**src/rtl/kbc_mailbox_pkg.sv**
```systemverilog
package kbc_mailbox_pkg;

    localparam int BYTE_W     = 8;
    localparam int OBF_BIT    = 0;
    localparam int IBF_BIT    = 1;
    localparam int CD_BIT     = 3;
    localparam logic [BYTE_W-1:0] FLAG_MASK =
        BYTE_W'((1 << OBF_BIT) | (1 << IBF_BIT) | (1 << CD_BIT));
    localparam logic [BYTE_W-1:0] UD_MASK = ~FLAG_MASK;

    typedef enum logic {
        BUF_EMPTY = 1'b0,
        BUF_FULL  = 1'b1
    } buf_state_e;

endpackage

```
**src/rtl/kbc_inbox.sv**
```systemverilog
module kbc_inbox
    import kbc_mailbox_pkg::*;
(
    input  logic              clk,
    input  logic              rst_n,
    input  logic              wr_stb,
    input  logic              cmd_sel,
    input  logic [BYTE_W-1:0] wdata,
    input  logic              rd_stb,
    output logic [BYTE_W-1:0] data_q,
    output logic              full,
    output logic              cmd_tag,
    output logic              wr_event
);

    buf_state_e state_q, state_d;

    always_ff @(posedge clk) begin
        if (!rst_n) state_q <= BUF_EMPTY;
        else        state_q <= state_d;
    end

    always_comb begin
        state_d = state_q;
        unique case (state_q)
            BUF_EMPTY: if (wr_stb)            state_d = BUF_FULL;
            BUF_FULL:  if (rd_stb && !wr_stb) state_d = BUF_EMPTY;
            default:                          state_d = BUF_EMPTY;
        endcase
    end

    always_ff @(posedge clk) begin
        if (!rst_n) begin
            data_q   <= '0;
            cmd_tag  <= 1'b0;
            wr_event <= 1'b0;
        end else begin
            wr_event <= wr_stb;
            if (wr_stb) begin
                data_q  <= wdata;
                cmd_tag <= cmd_sel;
            end
        end
    end

    always_comb full = (state_q == BUF_FULL);

endmodule

```
**src/rtl/kbc_outbox.sv**
```systemverilog
module kbc_outbox
    import kbc_mailbox_pkg::*;
(
    input  logic              clk,
    input  logic              rst_n,
    input  logic              wr_stb,
    input  logic [BYTE_W-1:0] wdata,
    input  logic              rd_stb,
    input  logic              irq_en,
    output logic [BYTE_W-1:0] data_q,
    output logic              full,
    output logic              irq
);

    buf_state_e state_q, state_d;

    always_ff @(posedge clk) begin
        if (!rst_n) state_q <= BUF_EMPTY;
        else        state_q <= state_d;
    end

    always_comb begin
        state_d = state_q;
        unique case (state_q)
            BUF_EMPTY: if (wr_stb)            state_d = BUF_FULL;
            BUF_FULL:  if (rd_stb && !wr_stb) state_d = BUF_EMPTY;
            default:                          state_d = BUF_EMPTY;
        endcase
    end

    always_ff @(posedge clk) begin
        if (!rst_n) begin
            data_q <= '0;
            irq    <= 1'b0;
        end else begin
            if (wr_stb) data_q <= wdata;
            if (wr_stb && irq_en) irq <= 1'b1;
            else if (rd_stb)      irq <= 1'b0;
        end
    end

    always_comb full = (state_q == BUF_FULL);

endmodule

```
**src/rtl/kbc_status_ud.sv**
```systemverilog
module kbc_status_ud
    import kbc_mailbox_pkg::*;
(
    input  logic              clk,
    input  logic              rst_n,
    input  logic              wr_stb,
    input  logic [BYTE_W-1:0] wdata,
    output logic [BYTE_W-1:0] ud_q
);

    always_ff @(posedge clk) begin
        if (!rst_n)      ud_q <= '0;
        else if (wr_stb) ud_q <= wdata & UD_MASK;
    end

endmodule

```
**src/rtl/kbc_mailbox.sv**
```systemverilog
module kbc_mailbox
    import kbc_mailbox_pkg::*;
(
    input  logic              clk,
    input  logic              rst_n,
    input  logic              host_wr,
    input  logic              host_rd,
    input  logic              host_cmd,
    input  logic [BYTE_W-1:0] host_wdata,
    output logic [BYTE_W-1:0] host_rdata,
    input  logic              loc_wr,
    input  logic              loc_rd,
    input  logic              loc_sel_status,
    input  logic [BYTE_W-1:0] loc_wdata,
    output logic [BYTE_W-1:0] loc_rdata,
    input  logic              kirq_en,
    output logic              kirq,
    output logic              ibf_event
);

    logic              loc_data_rd, loc_data_wr, loc_stat_wr, host_data_rd;
    logic [BYTE_W-1:0] in_byte, out_byte, ud_bits, status_word;
    logic              ibf, obf, cd_tag;

    always_comb begin
        loc_data_rd  = loc_rd && !loc_sel_status;
        loc_data_wr  = loc_wr && !loc_sel_status;
        loc_stat_wr  = loc_wr &&  loc_sel_status;
        host_data_rd = host_rd && !host_cmd;
    end

    kbc_inbox u_inbox (
        .clk      (clk),
        .rst_n    (rst_n),
        .wr_stb   (host_wr),
        .cmd_sel  (host_cmd),
        .wdata    (host_wdata),
        .rd_stb   (loc_data_rd),
        .data_q   (in_byte),
        .full     (ibf),
        .cmd_tag  (cd_tag),
        .wr_event (ibf_event)
    );

    kbc_outbox u_outbox (
        .clk    (clk),
        .rst_n  (rst_n),
        .wr_stb (loc_data_wr),
        .wdata  (loc_wdata),
        .rd_stb (host_data_rd),
        .irq_en (kirq_en),
        .data_q (out_byte),
        .full   (obf),
        .irq    (kirq)
    );

    kbc_status_ud u_ud (
        .clk    (clk),
        .rst_n  (rst_n),
        .wr_stb (loc_stat_wr),
        .wdata  (loc_wdata),
        .ud_q   (ud_bits)
    );

    always_comb begin
        status_word          = ud_bits & UD_MASK;
        status_word[OBF_BIT] = obf;
        status_word[IBF_BIT] = ibf;
        status_word[CD_BIT]  = cd_tag;
    end

    always_comb begin
        host_rdata = host_cmd       ? status_word : out_byte;
        loc_rdata  = loc_sel_status ? status_word : in_byte;
    end

endmodule

```
**config.mk**
```make
export PLATFORM = sky130hd
export DESIGN_NAME = kbc_mailbox
export DESIGN_NICKNAME = d
export VERILOG_FILES = /design/src/rtl/kbc_mailbox_pkg.sv /design/src/rtl/kbc_inbox.sv /design/src/rtl/kbc_outbox.sv /design/src/rtl/kbc_status_ud.sv /design/src/rtl/kbc_mailbox.sv
export SDC_FILE = /design/constraint.sdc
export NUM_CORES = 1
export LEC_CHECK = 0
export BUFFER_PORTS_ARGS = -buffer_cell sky130_fd_sc_hd__buf_2
export CORE_ASPECT_RATIO = 1.5
export CORE_MARGIN = 2
export CORE_UTILIZATION = 32
export DETAILED_ROUTE_END_ITERATION = 6
export PLACE_DENSITY_LB_ADDON = 0.3
export SYNTH_ARGS = -nofsm -noshare
export SYNTH_HDL_FRONTEND = slang
export SYNTH_SLANG_ARGS = --single-unit
```
**constraint.sdc**
```tcl
create_clock -name clk -period 1.9 [get_ports clk]
set_input_delay 0.57 -clock clk [delete_from_list [all_inputs] [get_ports clk]]
set_output_delay 0.57 -clock clk [all_outputs]
set_load 0.05 [all_outputs]
```
==> metrics.txt <==
cells along the critical path=buf_6 -> mux2_2 -> buf_2; CTS max path bufs=2; # nets final=180; slack of the critical path=just over 0.06 ns; Synth area leaders=dfxtp_1, mux2i_1, mux2_2; register area=between 500 and 600 um^2; Req. time, crit path=~1.3 ns; Post-Synthesis Cells=115; Multi-input gate area=605.6 um^2; largest net degree at the start of global routing=37; dominant synthesized flop cell=dfxtp_1; most frequent cells after synthesis=dfxtp_1, nand2_1, mux2i_1; fin util=0.4102; Die Y-Extent=approximately 79 um; Ys Warns=0; Final Instance Count excl. Fillers=about 200; CTS tree=built; cell leakage power=0.6971 nW; fmax=about 540 MHz; top-count cell post-synth=dfxtp_1; min Tclk post-route=roughly 1.8 ns; Crit path arrival time=1.27 ns; Residual DRC=0; RR Endpoint=u_inbox.full; drt initial violations=24; Mapped Area=approximately 1200 um^2; EDFF count, synth=0; Max FO, Critical Path=12; die area=approximately 4300 um^2; VDD IR max=0.3628 mV; Yosys reg bits=26; reg2reg path depth=2; status=complete, no violations; mean cell area of the mapped netlist=10.42 um^2; root buffer cell=clkbuf_8; final setup fails=0; initial antenna violation count=0; Crit. End Element=output port; hold path endpoint=u_outbox.data_q[0]; Post-synth ARST share=0; Inserted Clock Buffers=3; top-area cell type share of the netlist area=0.4342; Die W=53.97 um; Setup Fix Bufs, Post-CTS=0; hold path depth=2; grt ovf=0; Hold Crit Class=reg2reg; first-pass GRT wire length=a little over 4 mm; final hold viol count=0; register area share after synthesis=0.4342; placed cells=between 150 and 200; Rows=27; worst-case clock skew=0 ns; final period utilization=0.9679; Routed WL per cell=about 12 um; fill count=about 380; slowest stage cell, crit path=mux2_2; Worst-Margin Slew=0.5519 ns; GPL Wtd Cong=around 0.7; RSZ-0062 raised after global routing=false; total placed instance area=between 1000 and 1500 um^2; critical setup path kind=in2out; Vias=roughly 930; Synth cell types=16; Detail Route Antenna Nets=0; Tot GR Track Use=0.1281; Finished Cell Area=1483 um^2; vias per inst=roughly 4.7; Post-Route WL=approximately 2.5 mm; number of global-route vias before repair=between 900 and 1000; Antenna diodes=0; # IOs=between 40 and 50; Syn Nets=140; worst slack, placed=-0.09022 ns; Max-slew headroom=0.6321; largest stage delay on the critical path=between 0.3 and 0.4 ns; Core Region=between 3000 and 4000 um^2; PwrDens=just over 800 nW/um^2; clk_lat worst skew=between 0.2 and 0.3 ns; total iterations of the first detailed-routing run=4; max-slew violation count=0; RR Startpoint=u_inbox.full; R2R setup slack=~1.3 ns; startpoint types=input port; hold_buf cts=0; clock sink count=26; Final HPWL DP=approximately 1.8 mm; clk slew on worst S/H paths=0.09 ns; Initial Util=0.3316; biggest area consumer among synthesized cells=dfxtp_1; Maximum Capacitance Violations=0; deepest level of the CTS H-tree=1; I/O Buffers=42; Area Growth Syn to Fin=23.69%; hold_sp=u_outbox.data_q[0]; layout cells sized above 1=0.4221
## layer usage
layer  share of wire  GRT usage  vias to the layer above
met2            0.49     0.2183                       30
met1            0.44     0.1564                      426
met3           0.054    0.01692                        4
met5               0          0                        -
li1                -          -                      466
met4           0.013    0.05250                        0
## area by class of cell
type                            count  area share
Clock buffer                        4     0.03713
Multi-Input combinational cell     80      0.4084
Sequential cell                    26      0.3511
Tap cell                           43     0.03629
Timing Repair Buffer               44      0.1671
## critical path: cells and delay by family
kind / cells / cell delay [ns]
mux: 1 / 0.34
buf+inv: 2 / 0.35
## metrics by stage
step	setup TNS [ns]	hold WS [ns]	power, mW
6_report	0	0.4601	1.202
5_1_grt	0	0.4673	1.255
4_1_cts	0	0.4587	1.215
3_5_place_dp	-1.220	0.4488	0.8535
3_3_place_gp	-1.232	0.4404	0.8499
2_1_floorplan	0	0.4322	0.7969
## report_power, final
part	switching, mW	total [mW]	leakage (nW)	internal [mW]
sequential	0.0156	0.591	0.214	0.575
combinational	0.158	0.253	0.454	0.0951
clock	0.172	0.357	0.0288	0.185
total	0.346	1.20	0.697	0.856
## logic make-up after synthesis
| kind of cell | after synthesis | synth area share |
|---|---|---|
| buffers and inverters | 9 | 0.06054 |
| AND/OR/NAND/NOR | 38 | 0.1514 |
| multiplexers | 38 | 0.3340 |
| flip-flops | 26 | 0.4342 |
| AO/OA/AOI/OAI | 4 | 0.01983 |
## repair_timing
item / CTS / global route
setup endpoints to repair: 16 / 13
pin swaps: 0 / 0
resized for setup: 3 / 7
## flip-flops by register name (all words and copies together), names as in the netlist
| signal | cells |
|---|---|
| u_ud.ud_q | 5 |
| u_inbox.data_q | 8 |
| u_outbox.full | 1 |
| u_inbox.cmd_tag | 1 |
| u_inbox.full | 1 |
| u_outbox.data_q | 8 |
| u_outbox.irq | 1 |
| u_inbox.wr_event | 1 |
## worst max path at each step
stage,cells past startpoint,slack [ns],endpoint,startpoint
after floorplan,2,0.16,loc_rdata[0],loc_sel_status
after global routing,3,0.03,loc_rdata[5],loc_sel_status
after detailed placement,3,-0.09,loc_rdata[7],loc_sel_status
after CTS,3,0.004,loc_rdata[5],loc_sel_status
final,3,0.06,loc_rdata[5],loc_sel_status
after global placement,3,-0.09,loc_rdata[3],loc_sel_status
## cells in the final DEF (no fill, tap or decap), drive strengths merged
| master | Yosys | routed |
|---|---|---|
| mux2 | 16 | 16 |
| mux2i | 22 | 22 |
| a21oi | 1 | 1 |
| nor2b | 11 | 11 |
| clkbuf | 1 | 5 |
| o2bb2ai | 1 | 1 |
| nand4b | 1 | 1 |
| and2 | 2 | 2 |
| dfxtp | 26 | 26 |
| buf | 8 | 43 |
| nor2 | 1 | 1 |
| o21ai | 2 | 2 |
| nand2 | 23 | 23 |
Power figures use the tool's default switching activity.
